`src/rtl/i2c_cmd_pkg.sv`:
```
package i2c_cmd_pkg;
  localparam int BYTE_W  = 8;
  localparam int DEV_W   = 7;
  localparam int SLOTS   = 3;
  localparam int SLOT_W  = 2;
  localparam int BCNT_W  = 4;

  typedef enum logic [2:0] {
    ST_IDLE,
    ST_ADDR,
    ST_ADDR_ACK,
    ST_WRX,
    ST_WACK,
    ST_TX,
    ST_TX_ACK,
    ST_HOLD
  } eng_state_t;
endpackage

```
`src/rtl/i2c_line_sync.sv`:
```
module i2c_line_sync #(
  parameter int STAGES = 2
) (
  input  logic clk,
  input  logic rst,
  input  logic scl_i,
  input  logic sda_i,
  output logic scl_s,
  output logic sda_s,
  output logic scl_rise,
  output logic scl_fall,
  output logic start_ev,
  output logic stop_ev
);
  logic [STAGES-1:0] scl_pipe, sda_pipe;
  logic              scl_p, sda_p;

  always_ff @(posedge clk) begin
    if (rst) begin
      scl_pipe <= '1;
      sda_pipe <= '1;
      scl_p    <= 1'b1;
      sda_p    <= 1'b1;
    end else begin
      scl_pipe <= {scl_pipe[STAGES-2:0], scl_i};
      sda_pipe <= {sda_pipe[STAGES-2:0], sda_i};
      scl_p    <= scl_pipe[STAGES-1];
      sda_p    <= sda_pipe[STAGES-1];
    end
  end

  assign scl_s    = scl_pipe[STAGES-1];
  assign sda_s    = sda_pipe[STAGES-1];
  assign scl_rise = scl_s & ~scl_p;
  assign scl_fall = ~scl_s & scl_p;
  assign start_ev = scl_s & scl_p & sda_p & ~sda_s;
  assign stop_ev  = scl_s & scl_p & ~sda_p & sda_s;
endmodule

```
`src/rtl/i2c_byte_engine.sv`:
```
module i2c_byte_engine
  import i2c_cmd_pkg::*;
#(
  parameter logic [DEV_W-1:0] DEV_ADDR = 7'h50
) (
  input  logic              clk,
  input  logic              rst,
  input  logic              sda_s,
  input  logic              scl_rise,
  input  logic              scl_fall,
  input  logic              start_ev,
  input  logic              stop_ev,
  input  logic [2*BYTE_W-1:0] status_i,
  output logic              sda_low_o,
  output logic              wr_en_o,
  output logic [SLOT_W-1:0] wr_slot_o,
  output logic [BYTE_W-1:0] wr_data_o,
  output logic              commit_o
);
  eng_state_t        state_q;
  logic [BCNT_W-1:0] bitcnt_q;
  logic [BYTE_W-1:0] shreg_q, txsh_q;
  logic [SLOT_W-1:0] slot_q;
  logic              rw_q, sts_sel_q, mack_q, drv_q;
  logic              byte_done;
  logic [BYTE_W-1:0] next_sts;

  assign byte_done = scl_fall && (bitcnt_q == BCNT_W'(BYTE_W));
  assign next_sts  = sts_sel_q ? status_i[BYTE_W-1:0] : status_i[2*BYTE_W-1:BYTE_W];

  assign wr_en_o   = !start_ev && !stop_ev && (state_q == ST_WRX) && byte_done
                     && (slot_q < SLOT_W'(SLOTS));
  assign wr_slot_o = slot_q;
  assign wr_data_o = shreg_q;
  // a stop arrives after one sampled clock-high, so at most one bit is counted
  assign commit_o  = stop_ev && (state_q == ST_WRX) && (slot_q == SLOT_W'(SLOTS))
                     && (bitcnt_q <= BCNT_W'(1));
  assign sda_low_o = drv_q;

  always_ff @(posedge clk) begin
    if (rst) begin
      state_q   <= ST_IDLE;
      bitcnt_q  <= '0;
      shreg_q   <= '0;
      txsh_q    <= '0;
      slot_q    <= '0;
      rw_q      <= 1'b0;
      sts_sel_q <= 1'b0;
      mack_q    <= 1'b1;
      drv_q     <= 1'b0;
    end else if (stop_ev) begin
      state_q <= ST_IDLE;
      drv_q   <= 1'b0;
    end else if (start_ev) begin
      state_q  <= ST_ADDR;
      bitcnt_q <= '0;
      slot_q   <= '0;
      drv_q    <= 1'b0;
    end else begin
      unique case (state_q)
        ST_ADDR: begin
          if (scl_rise) begin
            shreg_q  <= {shreg_q[BYTE_W-2:0], sda_s};
            bitcnt_q <= bitcnt_q + 1'b1;
          end else if (byte_done) begin
            if (shreg_q[BYTE_W-1:1] == DEV_ADDR) begin
              rw_q    <= shreg_q[0];
              drv_q   <= 1'b1;
              state_q <= ST_ADDR_ACK;
            end else begin
              state_q <= ST_HOLD;
            end
          end
        end
        ST_ADDR_ACK: begin
          if (scl_fall) begin
            if (rw_q) begin
              txsh_q    <= status_i[2*BYTE_W-1:BYTE_W];
              drv_q     <= ~status_i[2*BYTE_W-1];
              sts_sel_q <= 1'b1;
              bitcnt_q  <= BCNT_W'(1);
              state_q   <= ST_TX;
            end else begin
              drv_q    <= 1'b0;
              bitcnt_q <= '0;
              slot_q   <= '0;
              state_q  <= ST_WRX;
            end
          end
        end
        ST_WRX: begin
          if (scl_rise) begin
            shreg_q  <= {shreg_q[BYTE_W-2:0], sda_s};
            bitcnt_q <= bitcnt_q + 1'b1;
          end else if (byte_done) begin
            if (slot_q < SLOT_W'(SLOTS)) begin
              slot_q  <= slot_q + 1'b1;
              drv_q   <= 1'b1;
              state_q <= ST_WACK;
            end else begin
              state_q <= ST_HOLD;
            end
          end
        end
        ST_WACK: begin
          if (scl_fall) begin
            drv_q    <= 1'b0;
            bitcnt_q <= '0;
            state_q  <= ST_WRX;
          end
        end
        ST_TX: begin
          if (scl_fall) begin
            if (bitcnt_q == BCNT_W'(BYTE_W)) begin
              drv_q   <= 1'b0;
              state_q <= ST_TX_ACK;
            end else begin
              drv_q    <= ~txsh_q[BYTE_W-2];
              txsh_q   <= {txsh_q[BYTE_W-2:0], 1'b0};
              bitcnt_q <= bitcnt_q + 1'b1;
            end
          end
        end
        ST_TX_ACK: begin
          if (scl_rise) begin
            mack_q <= sda_s;
          end else if (scl_fall) begin
            if (!mack_q) begin
              txsh_q    <= next_sts;
              drv_q     <= ~next_sts[BYTE_W-1];
              sts_sel_q <= ~sts_sel_q;
              bitcnt_q  <= BCNT_W'(1);
              state_q   <= ST_TX;
            end else begin
              state_q <= ST_HOLD;
            end
          end
        end
        default: begin
          drv_q <= 1'b0;
        end
      endcase
    end
  end
endmodule

```
`src/rtl/i2c_cmd_frame.sv`:
```
module i2c_cmd_frame
  import i2c_cmd_pkg::*;
(
  input  logic                clk,
  input  logic                rst,
  input  logic                wr_en,
  input  logic [SLOT_W-1:0]   wr_slot,
  input  logic [BYTE_W-1:0]   wr_data,
  input  logic                commit,
  output logic                cmd_valid_o,
  output logic [BYTE_W-1:0]   cmd_code_o,
  output logic [2*BYTE_W-1:0] cmd_addr_o
);
  logic [BYTE_W-1:0] slot_q [SLOTS];

  for (genvar g = 0; g < SLOTS; g++) begin : g_slot
    always_ff @(posedge clk) begin
      if (rst)
        slot_q[g] <= '0;
      else if (wr_en && (wr_slot == SLOT_W'(g)))
        slot_q[g] <= wr_data;
    end
  end

  always_ff @(posedge clk) begin
    if (rst) begin
      cmd_valid_o <= 1'b0;
      cmd_code_o  <= '0;
      cmd_addr_o  <= '0;
    end else begin
      cmd_valid_o <= commit;
      if (commit) begin
        cmd_code_o <= slot_q[0];
        cmd_addr_o <= {slot_q[1], slot_q[2]};
      end
    end
  end
endmodule

```
`src/rtl/i2c_cmd_slave.sv`:
```
module i2c_cmd_slave
  import i2c_cmd_pkg::*;
#(
  parameter logic [6:0] DEV_ADDR    = 7'h50,
  parameter int         SYNC_STAGES = 2
) (
  input  logic        clk,
  input  logic        rst,
  input  logic        scl_i,
  input  logic        sda_i,
  output logic        sda_low_o,
  input  logic [15:0] status_i,
  output logic        cmd_valid_o,
  output logic [7:0]  cmd_code_o,
  output logic [15:0] cmd_addr_o
);
  logic              scl_s, sda_s, scl_rise, scl_fall, start_ev, stop_ev;
  logic              wr_en, commit;
  logic [SLOT_W-1:0] wr_slot;
  logic [BYTE_W-1:0] wr_data;

  i2c_line_sync #(.STAGES(SYNC_STAGES)) sync_i (
    .clk(clk), .rst(rst), .scl_i(scl_i), .sda_i(sda_i),
    .scl_s(scl_s), .sda_s(sda_s), .scl_rise(scl_rise), .scl_fall(scl_fall),
    .start_ev(start_ev), .stop_ev(stop_ev)
  );

  i2c_byte_engine #(.DEV_ADDR(DEV_ADDR)) eng_i (
    .clk(clk), .rst(rst), .sda_s(sda_s), .scl_rise(scl_rise), .scl_fall(scl_fall),
    .start_ev(start_ev), .stop_ev(stop_ev), .status_i(status_i),
    .sda_low_o(sda_low_o), .wr_en_o(wr_en), .wr_slot_o(wr_slot),
    .wr_data_o(wr_data), .commit_o(commit)
  );

  i2c_cmd_frame frame_i (
    .clk(clk), .rst(rst), .wr_en(wr_en), .wr_slot(wr_slot), .wr_data(wr_data),
    .commit(commit), .cmd_valid_o(cmd_valid_o), .cmd_code_o(cmd_code_o),
    .cmd_addr_o(cmd_addr_o)
  );
endmodule

```
`config.mk`:
```
export PLATFORM = sky130hd
export DESIGN_NAME = i2c_cmd_slave
export DESIGN_NICKNAME = d
export VERILOG_FILES = /design/src/rtl/i2c_cmd_pkg.sv /design/src/rtl/i2c_line_sync.sv /design/src/rtl/i2c_byte_engine.sv /design/src/rtl/i2c_cmd_frame.sv /design/src/rtl/i2c_cmd_slave.sv
export SDC_FILE = /design/constraint.sdc
export NUM_CORES = 1
export LEC_CHECK = 0
export ABC_AREA = 1
export CAP_MARGIN = 40
export CORE_MARGIN = 8
export CORE_UTILIZATION = 57
export CTS_CLUSTER_SIZE = 30
export DETAILED_ROUTE_END_ITERATION = 10
export DONT_BUFFER_PORTS = 1
export PLACE_DENSITY = 0.83
export SLEW_MARGIN = 0
export SYNTH_ARGS = -nofsm -noshare
export SYNTH_HDL_FRONTEND = slang
export SYNTH_HIERARCHICAL = 1
export SYNTH_SLANG_ARGS = --single-unit
```
`constraint.sdc`:
```
create_clock -name clk -period 2.7 [get_ports clk]
set_input_delay 0.135 -clock clk [delete_from_list [all_inputs] [get_ports clk]]
set_output_delay 0.135 -clock clk [all_outputs]
set_load 0.02 [all_outputs]
```
# Word level (Yosys, flattened, before mapping)
# Memories as Yosys holds them, arrays and structs flattened. A register that Yosys moved wholly into a read port is not among the register bits.
# Index checks and enable logic that the tools add are counted.
op_classes:
  mul: 0
  shift: 0
  reduce_logical: 33
  addsub: 2
  n_bitwise: 21
  order_cmp: 2
  div: 0
  muxes: 78
  n_eq_ne: 41
op_table:
  columns: ["operator", "n"]
  rows:
  - ["2-to-1 mux 7 bit", 7]
  - ["2-to-1 mux 3 bit", 12]
  - ["2-to-1 mux 4 bit", 9]
  - ["2-to-1 mux 1 bit", 32]
  - ["2-to-1 mux 8 bit", 4]
  - ["!= test 3 x 1 -> 1 bit (second input constant)", 8]
  - ["AND reduction 11 bit", 2]
  - ["one-hot mux 7 bit (3 select lines)", 1]
  - ["one-hot mux 4 bit (5 select lines)", 1]
  - ["AND reduction 10 bit", 2]
  - ["!= test 2 x 1 -> 1 bit (second input constant)", 9]
  - ["one-hot mux 3 bit (6 select lines)", 1]
  - ["2-to-1 mux 2 bit", 8]
  - ["!= test 2 bit (second input constant)", 6]
  - ["!= test 3 x 2 -> 1 bit (second input constant)", 4]
  - ["AND reduction 12 bit", 1]
  - ["nonzero test 6 bit", 2]
  - ["logical AND 1 bit", 11]
  - ["NOT 1 bit", 11]
  - ["equality test 3 bit (second input constant)", 3]
  - ["!= test 3 bit (second input constant)", 3]
  - ["AND reduction 4 bit", 2]
  - ["AND reduction 8 bit", 1]
  - ["bitwise AND 1 bit", 7]
  - ["other kinds (23)", 30]
word_totals:
  mem_count: 1
  romBits: 0
  input_bits: 20
  latch_bits: 0
  register_bits: 35
  mem_bits_rw: 24
memory_table:
  columns: ["memory", "words", "width", "read_ports", "rd_clocked_by_memory_dff", "write_ports", "line", "rtl"]
  rows:
  - ["frame_i.slot_q", 3, 8, 3, 3, 3, "i2c_cmd_frame.sv:14", "logic [BYTE_W-1:0] slot_q [SLOTS];"]

# Depth between registers and ports, before layout
logic_depth:
  word_depth: 13
  depth_mapped: 13
  depth_no_buf: 13

# Modules after synthesis
# Netlist, hierarchy kept.
modules_own_cells:
  columns: ["mod", "cells_each", "n_inst", "area_each_um2", "seq_area_each_um2"]
  rows:
  - ["i2c_byte_engine", 331, 1, 2010.7, 560.5]
  - ["i2c_cmd_frame", 175, 1, 1873.0, 1221.2]
  - ["i2c_line_sync", 24, 1, 197.7, 120.1]

# Least setup slack after synthesis
# No wires, ideal clock.
synth_path:
  path_type: "register to register"
  startpoint: "register eng_i.bitcnt_q[0]"
  endpoint: "memory frame_i.slot_q[2][0], enable pin"
  path_buffers: 0
  arrival_time_ns: 2.482
  path_stages_with_launch: 9
  period_less_slack_ns: 2.866
  setup_slack_ns: -0.166
  setup_time_ns: 0.384
  path_cell_list: "dfxtp_1 -> inv_1 -> ha_1 -> nand2_1 -> nor2_2 -> nand2_1 -> nor4_1 -> nand2_2 -> o21ai_0"
synth_lines:
  columns: ["element", "line", "rtl"]
  rows:
  - ["from (decl)", "i2c_byte_engine.sv:21", "logic [BCNT_W-1:0] bitcnt_q;"]
  - ["from (signal assigned)", "i2c_byte_engine.sv:64", "bitcnt_q <= bitcnt_q + 1'b1;"]
  - ["from (signal assigned)", "i2c_byte_engine.sv:94", "bitcnt_q <= bitcnt_q + 1'b1;"]
  - ["from (signal assigned)", "i2c_byte_engine.sv:120", "bitcnt_q <= bitcnt_q + 1'b1;"]
  - ["to (decl)", "i2c_cmd_frame.sv:14", null]

# Worst setup path in the final report
layout_path:
  startpoint: "register eng_i.state_q[1]"
  endpoint: "register frame_i.cmd_addr_o[5], read port of frame_i.slot_q"
layout_via:
  elab_chain_len: 4
layout_lines:
  columns: ["element", "line", "rtl"]
  rows:
  - ["from (decl)", "i2c_byte_engine.sv:20", "eng_state_t state_q;"]
  - ["from (signal assigned)", "i2c_byte_engine.sv:42", "state_q <= ST_IDLE;"]
  - ["from (signal assigned)", "i2c_byte_engine.sv:52", "state_q <= ST_IDLE;"]
  - ["from (signal assigned)", "i2c_byte_engine.sv:55", "state_q <= ST_ADDR;"]
  - ["equality test 3 x 2 -> 1 bit", "i2c_byte_engine.sv:36", "assign commit_o = stop_ev && (state_q == ST_WRX) && (slot_q == SLOT_W'(SLOTS))"]
  - ["logical AND 1 bit (2 in a row)", "i2c_byte_engine.sv:36", null]
  - ["logical AND 1 bit", "i2c_byte_engine.sv:37", "&& (bitcnt_q <= BCNT_W'(1));"]
  - ["named net commit", "i2c_cmd_slave.sv:18", "logic wr_en, commit;"]
  - ["to (decl)", "i2c_cmd_frame.sv:12", "output logic [2*BYTE_W-1:0] cmd_addr_o"]
# The timed path passes the listed nets, and every way through them passes these cells.
# A chain may end at the register's enable or synchronous reset.

==> reports/metrics.cfg <==
[outcome]
status = finished, final reports clean

[cts]
path_clk_slew_ps = 80
cts_num_sinks = 83
cts_buffer_depth = 2
htree_levels = 3
cts_tree = done
cts_root_buffer = clkbuf_8
post-cts-setup-buffer-count = 0
cts_buffers = 9
clock_latency_ps = 350

[timing]
max_freq_mhz = 430
finalHoldViolations = 0
slew_violations = 0
slew-limit-headroom = 0.524
setup_violations = 0
hold_slack_ps = 72.1
finalSetupTns_ps = 0
rsz0062_at_grt = false
finClkSkew_ps = 10.9
period_needed_ps = 2320
worst_pin_slew_ps = 712
period_share = 0.861

[worst_setup_path]
reg2reg_depth = 8
worstPathRequired_ps = 2950
crit_path_cell_trace = nand2_1 > nor2_1 > nand2_1 > nor4_2 > buf_4 > inv_2 > nor2_1 > nor2_2
path_max_fanout = 25
cpPeakStageDelay_ps = 590
start_kind = flip-flop
cp_top_family = simple AND/OR/NAND/NOR gates
crit_type = flip-flop to flip-flop
crit_path_top_delay_cell = dfxtp_1
cp_num_cells = 8
cp.arrival_ps = 2570
critical_path.endpoint_type = flip-flop
path_buf_inv = 2

[yosys]
synth_cell_types = 37
async_flop_share = 0
synthMostInstantiatedCell = nor2_1
netlist_top_cells_count = nor2_1 (125), nand2_1 (101), dfxtp_1 (59)
syn_avg_cell_area_sq_um = 7.70
syn-num-nets = 554
yosysSeqAreaShare = 0.466
synth-edff-count = 24
ys.flop_type = dfxtp_1
synth_top_area_frac = 0.289
yosys_register_bits = 83
synth_area_sq_um = 4080
synthTopCellsByArea = dfxtp_1 (29%), edfxtp_1 (18%), nor2_1 (11%)
syn_inst = 530
yosysTopAreaCell = dfxtp_1
yosys_warnings = 6

[routing]
drtIter0Drc = 210
routed_wl_mm = 8.70
ant_nets = 0
drt-pass1-iter-count = 7
wl_per_cell_um = 13.7
viasPerCell = 5.32
vias = 3386
route.detailed.drc = 0

[global_route]
grt_overflow = 0
grt_pass1_vias = 3147
grt_use_total = 0.178
grt_max_degree = 30
antenna_found_initial = 0
grt_pass1_wl_mm = 14.4

[floorplanning]
die_h_um = 101
core_region_area_sq_um = 7100
num_rows = 31
die_area_sq_um = 10100
io_pins = 46
die_w_um = 101
initial_utilization = 0.575

[power]
power_density_nw_per_um2 = 782
power.total_mw = 3.43
p_leak_nw = 1.91
max-vdd-ir-drop_mv = 0.498

[placement]
hpwlAfterDp_mm = 6.38
port_buffers = 0
place_congestion = 0.949
dp.cells = 617

[flow_run]
drv_cap = 0

[final_layout]
drive_above_1_share = 0.121
layout.nets = 556
antenna_cells = 0
syn_to_final_growth_pct = 7.54
final_cells = 636

[worst_hold_path]
holdPathStages = 4
hold_class = input pin to flip-flop

-- stage by stage --
| step | worst slack, ps | cell area, sq um | utilization |
|---|---|---|---|
| detailed placement | 405 | 4110 | 0.578 |
| finish | 376 | 4390 | 0.618 |
| floorplan | 49.5 | 4080 | - |
| CTS | 363 | 4390 | 0.618 |
| global placement | 448 | 4110 | 0.578 |
| global route | 121 | 4390 | 0.618 |
-- power breakdown --
group	total (mW)	switching, mW	internal, mW
clock	1.11	0.475	0.634
sequential	1.50	0.127	1.37
combinational	0.822	0.545	0.277
total	3.43	1.15	2.29
-- sequential cells by signal (all words and copies together) (netlist names), 2 cells and up --
register            cells
frame_i/slot_q         24
eng_i/wr_slot_o         2
eng_i/wr_data_o         8
eng_i/txsh_q            7
sync_i/scl_pipe         2
sync_i/sda_pipe         2
frame_i/cmd_code_o      8
eng_i/state_q           3
frame_i/cmd_addr_o     16
eng_i/bitcnt_q          4
-- cell families (layout without fill, tap and decap cells) --
logic type | Yosys count | after routing | share of synthesized area
buffers and inverters | 70 | 77 | 0.0874
adder cells (fa/ha/maj) | 4 | 4 | 0.0123
multiplexers | 3 | 3 | 0.00736
flip-flops | 83 | 83 | 0.466
AO/OA/AOI/OAI | 59 | 59 | 0.0877
AND/OR/NAND/NOR | 310 | 310 | 0.337
XOR/XNOR | 1 | 1 | 0.00215
-- final timing paths --
kind,end,startpoint,slack [ps]
worst max-delay path,frame_i/cmd_addr_o[5],eng_i/state_q[1],380
worst min-delay path,eng_i/txsh_q[3],status_i[11],70
worst max register to register,frame_i/cmd_addr_o[5],eng_i/state_q[1],380
worst min register to register,sync_i/sda_pipe[1],sync_i/sda_pipe[0],410
-- final cells by class --
class | instances | area, sq um
multi-input combinational | 377 | 1830
inverter | 54 | 220
clock inverter | 7 | 130
timing repair buffer | 7 | 60.1
clock buffer | 9 | 124
sequential | 83 | 1900
tap | 99 | 124
fill | 625 | 2710
-- layer usage --
layer | vias up | share of wire | track usage
met4 | 0 | 0.016 | 0.0698
met2 | 127 | 0.50 | 0.311
met1 | 1543 | 0.41 | 0.199
met3 | 11 | 0.071 | 0.0490
met5 | - | 0 | 0
li1 | 1705 | - | -
-- placed cells by master (no fill, tap or decap), types with 9 or more instances in the layout --
| master | count |
|---|---|
| nor3_1 | 12 |
| clkbuf_8 | 9 |
| inv_1 | 47 |
| dfxtp_1 | 59 |
| nor2_2 | 15 |
| o21ai_0 | 29 |
| nor2_1 | 125 |
| nand3_1 | 31 |
| nand2_1 | 101 |
| edfxtp_1 | 24 |
-- tightest hold or removal path: cells and delay by family --
kind | cells | cell delay (ps)
AND/OR/NAND/NOR | 3 | 180
AO/OA/AOI/OAI | 1 | 80
-- timing repair --
action | 4_1_cts | 5_1_grt
resized for setup | 0 | 0
hold endpoints to repair | 23 | 0
hold buffers | 3 | 0
(Power assumes the default switching activity.)
